File: config.mk
export PLATFORM = sky130hd
export DESIGN_NAME = flag_alu8
export DESIGN_NICKNAME = d
export VERILOG_FILES = /design/src/rtl/alu8_pkg.sv /design/src/rtl/alu8_addsub.sv /design/src/rtl/alu8_logic.sv /design/src/rtl/alu8_flags.sv /design/src/rtl/flag_alu8.sv
export SDC_FILE = /design/constraint.sdc
export NUM_CORES = 1
export LEC_CHECK = 0
export ABC_CLOCK_PERIOD_IN_PS = 8600
export BUFFER_PORTS_ARGS = -buffer_cell sky130_fd_sc_hd__buf_2
export CORE_MARGIN = 4
export CORE_UTILIZATION = 61
export DETAILED_ROUTE_END_ITERATION = 8
export PLACE_DENSITY = 0.86
export SLEW_MARGIN = 20
export SYNTH_ARGS = -nofsm -noshare
export SYNTH_HDL_FRONTEND = slang
export SYNTH_HIERARCHICAL = 1
export SYNTH_SLANG_ARGS = --single-unit
File: constraint.sdc
create_clock -name clk -period 8.6 [get_ports clk]
set_clock_uncertainty 0.1 [all_clocks]
set_input_delay 2.15 -clock clk [delete_from_list [all_inputs] [get_ports clk]]
set_output_delay 2.15 -clock clk [all_outputs]
set_load 0.005 [all_outputs]
File: src/rtl/alu8_pkg.sv
package alu8_pkg;
  typedef enum logic [3:0] {
    OP_ADD = 4'd0,
    OP_ADC = 4'd1,
    OP_SUB = 4'd2,
    OP_SBB = 4'd3,
    OP_AND = 4'd4,
    OP_OR  = 4'd5,
    OP_XOR = 4'd6,
    OP_CMA = 4'd7,
    OP_RL  = 4'd8,
    OP_RR  = 4'd9
  } alu_op_e;

  typedef enum logic [1:0] {
    UPD_ALL  = 2'd0,
    UPD_CY   = 2'd1,
    UPD_NONE = 2'd2
  } flag_upd_e;

  localparam int FLAG_W = 8;
  localparam int FL_S   = 7;
  localparam int FL_Z   = 6;
  localparam int FL_AC  = 4;
  localparam int FL_P   = 2;
  localparam int FL_CY  = 0;
  localparam logic [FLAG_W-1:0] FLAG_FIXED_MASK = 8'b0010_1010;
  localparam logic [FLAG_W-1:0] FLAG_FIXED_VAL  = 8'b0000_0010;
endpackage

File: src/rtl/alu8_addsub.sv
module alu8_addsub #(
  parameter int W   = 8,
  parameter int NIB = 4
) (
  input  logic [W-1:0] a,
  input  logic [W-1:0] b,
  input  logic         cin,
  input  logic         sub,
  output logic [W-1:0] sum,
  output logic         cy,
  output logic         ac
);
  logic [W-1:0]   b_eff;
  logic           c_eff;
  logic [W:0]     full;
  logic [NIB:0]   low;

  always_comb begin
    b_eff = sub ? ~b : b;
    c_eff = sub ? ~cin : cin;
    full  = {1'b0, a} + {1'b0, b_eff} + {{W{1'b0}}, c_eff};
    low   = {1'b0, a[NIB-1:0]} + {1'b0, b_eff[NIB-1:0]} + {{NIB{1'b0}}, c_eff};
    sum   = full[W-1:0];
    cy    = sub ? ~full[W] : full[W];
    ac    = sub ? ~low[NIB] : low[NIB];
  end
endmodule

File: src/rtl/alu8_logic.sv
module alu8_logic
  import alu8_pkg::*;
#(
  parameter int W = 8
) (
  input  logic [W-1:0] a,
  input  logic [W-1:0] b,
  input  alu_op_e      op,
  output logic [W-1:0] r,
  output logic         rot_cy
);
  always_comb begin
    rot_cy = 1'b0;
    unique case (op)
      OP_AND:  r = a & b;
      OP_OR:   r = a | b;
      OP_XOR:  r = a ^ b;
      OP_CMA:  r = ~a;
      OP_RL: begin
        r      = {a[W-2:0], a[W-1]};
        rot_cy = a[W-1];
      end
      OP_RR: begin
        r      = {a[0], a[W-1:1]};
        rot_cy = a[0];
      end
      default: r = a;
    endcase
  end
endmodule

File: src/rtl/alu8_flags.sv
module alu8_flags
  import alu8_pkg::*;
#(
  parameter int W = 8
) (
  input  logic [W-1:0]      r,
  input  logic              cy,
  input  logic              ac,
  input  flag_upd_e         upd,
  input  logic [FLAG_W-1:0] prev,
  output logic [FLAG_W-1:0] next
);
  logic [FLAG_W-1:0] fresh;

  always_comb begin
    fresh        = FLAG_FIXED_VAL;
    fresh[FL_S]  = r[W-1];
    fresh[FL_Z]  = (r == '0);
    fresh[FL_AC] = ac;
    fresh[FL_P]  = ~^r;
    fresh[FL_CY] = cy;
    unique case (upd)
      UPD_ALL: next = fresh;
      UPD_CY: begin
        next        = prev;
        next[FL_CY] = cy;
      end
      default: next = prev;
    endcase
  end
endmodule

File: src/rtl/flag_alu8.sv
module flag_alu8
  import alu8_pkg::*;
#(
  parameter int W = 8
) (
  input  logic         clk,
  input  logic         rst_n,
  input  logic         in_valid,
  output logic         in_ready,
  input  logic [3:0]   op,
  input  logic [W-1:0] acc_a,
  input  logic [W-1:0] opnd_b,
  input  logic         carry_in,
  output logic         out_valid,
  input  logic         out_ready,
  output logic [W-1:0] res,
  output logic [FLAG_W-1:0] flags
);
  localparam int NIB = W / 2;

  alu_op_e           op_e;
  logic              take;
  logic              is_arith, is_sub, use_cin;
  logic [W-1:0]      as_sum, lg_r, nx_res;
  logic              as_cy, as_ac, lg_cy, sel_cy, sel_ac;
  flag_upd_e         upd;
  logic [FLAG_W-1:0] nx_flags;

  assign op_e     = alu_op_e'(op);
  assign in_ready = !out_valid || out_ready;
  assign take     = in_valid && in_ready;

  always_comb begin
    is_arith = (op_e == OP_ADD) || (op_e == OP_ADC) || (op_e == OP_SUB) || (op_e == OP_SBB);
    is_sub   = (op_e == OP_SUB) || (op_e == OP_SBB);
    use_cin  = (op_e == OP_ADC) || (op_e == OP_SBB);
  end

  alu8_addsub #(.W(W), .NIB(NIB)) u_addsub (
    .a(acc_a), .b(opnd_b), .cin(use_cin & carry_in), .sub(is_sub),
    .sum(as_sum), .cy(as_cy), .ac(as_ac)
  );

  alu8_logic #(.W(W)) u_logic (
    .a(acc_a), .b(opnd_b), .op(op_e), .r(lg_r), .rot_cy(lg_cy)
  );

  always_comb begin
    nx_res = is_arith ? as_sum : lg_r;
    sel_cy = is_arith ? as_cy : lg_cy;
    sel_ac = is_arith ? as_ac : (op_e == OP_AND);
    if (is_arith || op_e == OP_AND || op_e == OP_OR || op_e == OP_XOR)
      upd = UPD_ALL;
    else if (op_e == OP_RL || op_e == OP_RR)
      upd = UPD_CY;
    else
      upd = UPD_NONE;
  end

  alu8_flags #(.W(W)) u_flags (
    .r(nx_res), .cy(sel_cy), .ac(sel_ac), .upd(upd), .prev(flags), .next(nx_flags)
  );

  always_ff @(posedge clk) begin
    if (!rst_n) begin
      out_valid <= 1'b0;
      res       <= '0;
      flags     <= FLAG_FIXED_VAL;
    end else if (take) begin
      out_valid <= 1'b1;
      res       <= nx_res;
      flags     <= nx_flags;
    end else if (out_ready) begin
      out_valid <= 1'b0;
    end
  end
endmodule

# Word level (Yosys, flattened, before mapping)
# Index checks and enable logic that the tools add are counted.
# op_classes
n_bitwise	10
addsub	4
n_eq_ne	10
muxes	14
n_reduce_logical	20
# ops
cell	count
case mux 8 bit (6 select lines)	1
== test 4 x 3 -> 1 bit (second input constant)	4
2-to-1 mux 8 bit	2
inverter 8 bit	2
case mux 8 bit (2 select lines)	1
logical OR 1 bit	10
adder 8 x 8 -> 9 bit	1
adder 9 x 1 -> 9 bit	1
bitwise AND 8 bit	1
== test 4 x 2 -> 1 bit (second input constant)	2
== test 4 bit (second input constant)	2
logical NOT 8 bit	1
OR 8 bit	1
XNOR reduction 8 bit	1
bitwise XOR 8 bit	1
2-to-1 mux 1 bit	7
adder 4 x 4 -> 5 bit	1
adder 5 x 1 -> 5 bit	1
== test 4 x 1 -> 1 bit (second input constant)	1
logical NOT 4 bit	1
2-to-1 mux 2 bit	2
inverter 1 bit	4
nonzero test 2 bit	2
AND reduction 3 bit	1
other kinds (7)	7
# totals
inputBits	25
regBits	17
output_inout_bits	18

# Logic depth before layout (Yosys ltp)
# depth
depth_word	11
ltp_mapped	19
mapped_depth_nobuf	17

# Modules after synthesis
# Netlist, hierarchy kept.
# by_module_without_submodules
mod	cells_each	area_each_um2	instances
flag_alu8	88	857.1	1
alu8_logic	111	802.0	1
alu8_addsub	52	439.2	1
alu8_flags	26	219.0	1

# Worst setup path before layout
# Ideal clock, no wire load.
# synth_path
path_type	input port to flip-flop
start	input op[2]
end	register flags[2]
n_path_buf	2
required_time_ps	8377
setup_slack_ps	2808
cell_stages	19
setup_ps	123
t_arrival_ps	5569
cell_sequence	nor2_2 -> buf_6 -> and2_2 -> buf_2 -> xor2_1 -> fa_1 -> fa_1 -> a21oi_2 -> o22ai_1 -> or2_1 -> xor2_1 -> mux2_2 -> inv_1 -> ha_1 -> xnor2_2 -> xnor2_1 -> mux2_4 -> nand3_1 -> a21oi_1
# synth_via
word_cells_on_any_way	35
# synth_rtl
item	line_no	text
from (decl)	flag_alu8.sv:10	input logic [3:0] op,
== test 4 x 2 -> 1 bit	flag_alu8.sv:35	is_sub = (op_e == OP_SUB) || (op_e == OP_SBB);
logical OR 1 bit (*)	flag_alu8.sv:35	
via is_sub	flag_alu8.sv:23	logic is_arith, is_sub, use_cin;
2-to-1 mux 8 bit	alu8_addsub.sv:19	b_eff = sub ? ~b : b;
adder 8 x 8 -> 9 bit	alu8_addsub.sv:21	full = {1'b0, a} + {1'b0, b_eff} + {{W{1'b0}}, c_eff};
adder 9 x 1 -> 9 bit (*)	alu8_addsub.sv:21	
via as_sum[6]	flag_alu8.sv:24	logic [W-1:0] as_sum, lg_r, nx_res;
2-to-1 mux 8 bit (*)	flag_alu8.sv:49	nx_res = is_arith ? as_sum : lg_r;
via nx_res[6]	flag_alu8.sv:24	
XNOR reduction 8 bit (*)	alu8_flags.sv:20	fresh[FL_P] = ~^r;
case mux 8 bit (2 select lines) (*)	alu8_flags.sv:22	unique case (upd)
via nx_flags[2]	flag_alu8.sv:27	logic [FLAG_W-1:0] nx_flags;
to (signal assigned)	flag_alu8.sv:72	flags <= nx_flags;
to (decl)	flag_alu8.sv:17	output logic [FLAG_W-1:0] flags
# Mark *: on every way through the listed nets, which the timed path passes. The rest lies on a longest branch. The select of a mux whose other input is x is not followed.
# A chain may end at the register's enable or synchronous reset.

# Worst setup path after layout
# layout_path
start	input out_ready
end	output in_ready
# layout_via
elab_chain_len	1
# layout_lines
item	line_no	text
from (decl)	flag_alu8.sv:15	input logic out_ready,
logical OR 1 bit	flag_alu8.sv:30	assign in_ready = !out_valid || out_ready;
to (decl)	flag_alu8.sv:9	output logic in_ready,
# Every way passes these cells.

==> impl_results.md <==
- Status: finished clean
- Register Area: 340 um^2
- Vias in the first global route: 1881
- Fin crit period: 6.43 ns
- Netlist Area Pre-Place: 2320 um^2
- Layout area overhead: 9.45%
- Post-synth top area share: 14.7%
- Arr. time, crit path: 4.18 ns
- Fraction of registers with async set/reset: 0%
- Initial Utilization: 63.3%
- Final setup viols: 0
- Sequential fraction of the synthesis area: 14.7%
- Nets: 360
- Initial drt markers: 203
- Fmax achieved: 155 MHz
- Crit Path Category: in -> out
- Leak: 1.26 nW
- RSZ-0062 raised after global routing: no
- CTS Sinks: 17
- Rel. slew slack: 25.4%
- Worst ir drop on vdd: 0.0900 mV
- Root Driver: clkbuf_8
- Top_reg_cell synth: dfxtp_1
- Unique cell type count in the Yosys netlist: 57
- Die Ht: 69.6 um
- Post-CTS setup buffer count: 0
- Slew Limit Fails: 0
- Clock Latency Late Sink: 0.25 ns
- FP Rows: 22
- Sum Neg Setup Slack: 0 ns
- Reg2Reg Setup Slack: 5.96 ns
- Avg Vias per Cell: 6.13
- Fillers: 300
- First-pass GRT wire length: 9.11 mm
- Die Area: 4850 um^2
- H-tree Lvls: 1
- Post-Syn Nets: 331
- Die X-Extent: 69.6 um
- Slowest stage cell, crit path: nor2b_1
- Layout cells sized above 1: 24.9%
- Avg Cell Area, Syn: 8.37 um^2
- Worst slew pin tran: 1.12 ns
- PortBufs: 42
- DRC: 0
- N_diodes: 0
- DP HPWL: 4.18 mm
- Largest net degree at the start of global routing: 30
- Total I/O pin count: 43
- Cell mode on critical path: buf_2
- Final Hold Fails: 0
- Syn. warnings: 6
- Clock buffer depth: 2
- GR Util All Layers: 22.3%
- # resized after CTS: 0
- Initial antenna violation count: 0
- Most frequent cell after synthesis: inv_1
- Number of synthesized flops with an enable pin: 0
- Routed WL per cell: 15.7 um
- CTS Hold Bufs: 0
- Worst Hold Class: reg -> reg
- Setup crit end kind: output port
- CTS tree: built
- Post-DRT Antenna Nets: 0
- Cell taking the most area after synthesis: dfxtp_1
- CP Max Fanout: 18
- WP data required: 6.35 ns
- Pwr Density: 123 nW/um^2
- Yosys reg bits: 17
- Final period utilization: 74.8%
- Core area: 3660 um^2
- Worst stage delay on the critical path: 0.84 ns
- Total Routed Length: 5.55 mm
- Multi-input gate area: 1770 um^2
- WP buf/inv: 3
- CP Launch Type: input port
- Largest delay share family, worst path: buffers and inverters
- Total power: 313 uW
- GRT Residual Overflow: 0
- Clock buffer count from CTS: 3
- Mapped Cells: 277
- Clock Pin Slew Worst Setup and Hold Paths: 0.06 ns
- Top cells by instance count after synthesis: inv_1, ha_1, a21oi_1, dfxtp_1, nand3_1
- Top cells by area, synth: dfxtp_1, ha_1, mux2_4
- Routability Congestion: 0.825
- Critical path cell sequence: buf_2, nor2b_1, clkinv_1, buf_2
- Vias: 2164
- Max cap viols: 0
- Pre-antenna DRT Iters: 5
## power by group
| group | internal (mW) | switching [mW] |
|---|---|---|
| clock network | 0.0321 | 0.0270 |
| logic | 0.0820 | 0.0838 |
| registers | 0.0850 | 0.00332 |
## per-stage QoR
| stage | setup slack [ns] | hold slack [ns] | util, % | std cells | area [um^2] |
|---|---|---|---|---|---|
| floorplan | 2.81 | 0.378 | - | 277 | 2320 |
| CTS | 2.30 | 0.396 | 69.3 | 353 | 2540 |
| finish | 2.17 | 0.393 | 69.3 | 353 | 2540 |
| detailed placement | 2.12 | 0.382 | 68.0 | 349 | 2490 |
| global placement | 2.25 | 0.373 | 68.0 | 349 | 2490 |
| global route | 1.98 | 0.419 | 69.3 | 353 | 2540 |
## worst register-to-register path, stage by stage (launching register included)
cell	delay, ns
dfxtp_1	0.32
nor2b_1	0.87
clkinv_1	0.77
a21o_1	0.35
o311a_1	0.12
## state kept, by name, summed over array words and instances (netlist names)
name and cells:
flags 8, res 8, out_valid 1
## per-layer routing
layer	share of wire (%)	global-route usage, %	wire length (um)	vias up
li1	-	-	-	1066
met1	46	31.6	2550	1026
met2	47	36.0	2610	68
met3	6.3	4.93	350	4
met4	0.52	2.34	29	0
met5	0	0	0	-
## cell families after synthesis
family	share of synthesized area (%)
AOI/OAI and AO/OA	27.6
and+or+nand+nor	13.7
buffers and inverters	9.07
adders and majority gates	16.3
muxes	10.8
xor gates and xnor gates	7.83
DFF	14.7
## layout make-up
class / instances / area share (%)
sequential: 17 / 13.4
clock buffer: 3 / 1.63
timing repair buffer: 42 / 8.29
tap: 48 / 2.37
multi-input combinational: 212 / 69.7
clock inverter: 1 / 0.197
inverter: 30 / 4.44
## worst paths after layout
kind / startpoint / end / cells after the start
worst max register to register: out_valid$_SDFFE_PN0P_ / res[1]$_SDFFE_PN0P_ / 4
worst min-delay path: flags[3]$_SDFFE_PN0P_ / flags[3]$_SDFFE_PN0P_ / 2
worst max-delay path: out_ready / in_ready / 4
worst min register to register: flags[3]$_SDFFE_PN0P_ / flags[3]$_SDFFE_PN0P_ / 2
## placed cells by master, fill, tap and decap left out, drive strengths merged, types with 3 or more instances in the layout
cell type and instances:
a21oi 19, inv 29, xor2 11, ha 27, nand2 10, a21o 9, a32oi 6, nor3b 3
o21ai 13, clkbuf 3, buf 42, nand3 14, nor2 11, o22a 3, mux2 16, o22ai 5
nor2b 6, a22oi 5, dfxtp 17, mux2i 4, nor3 4, xnor2 8, nand2b 4, o311a 8
a311oi 5
Power figures use the tool's default switching activity.
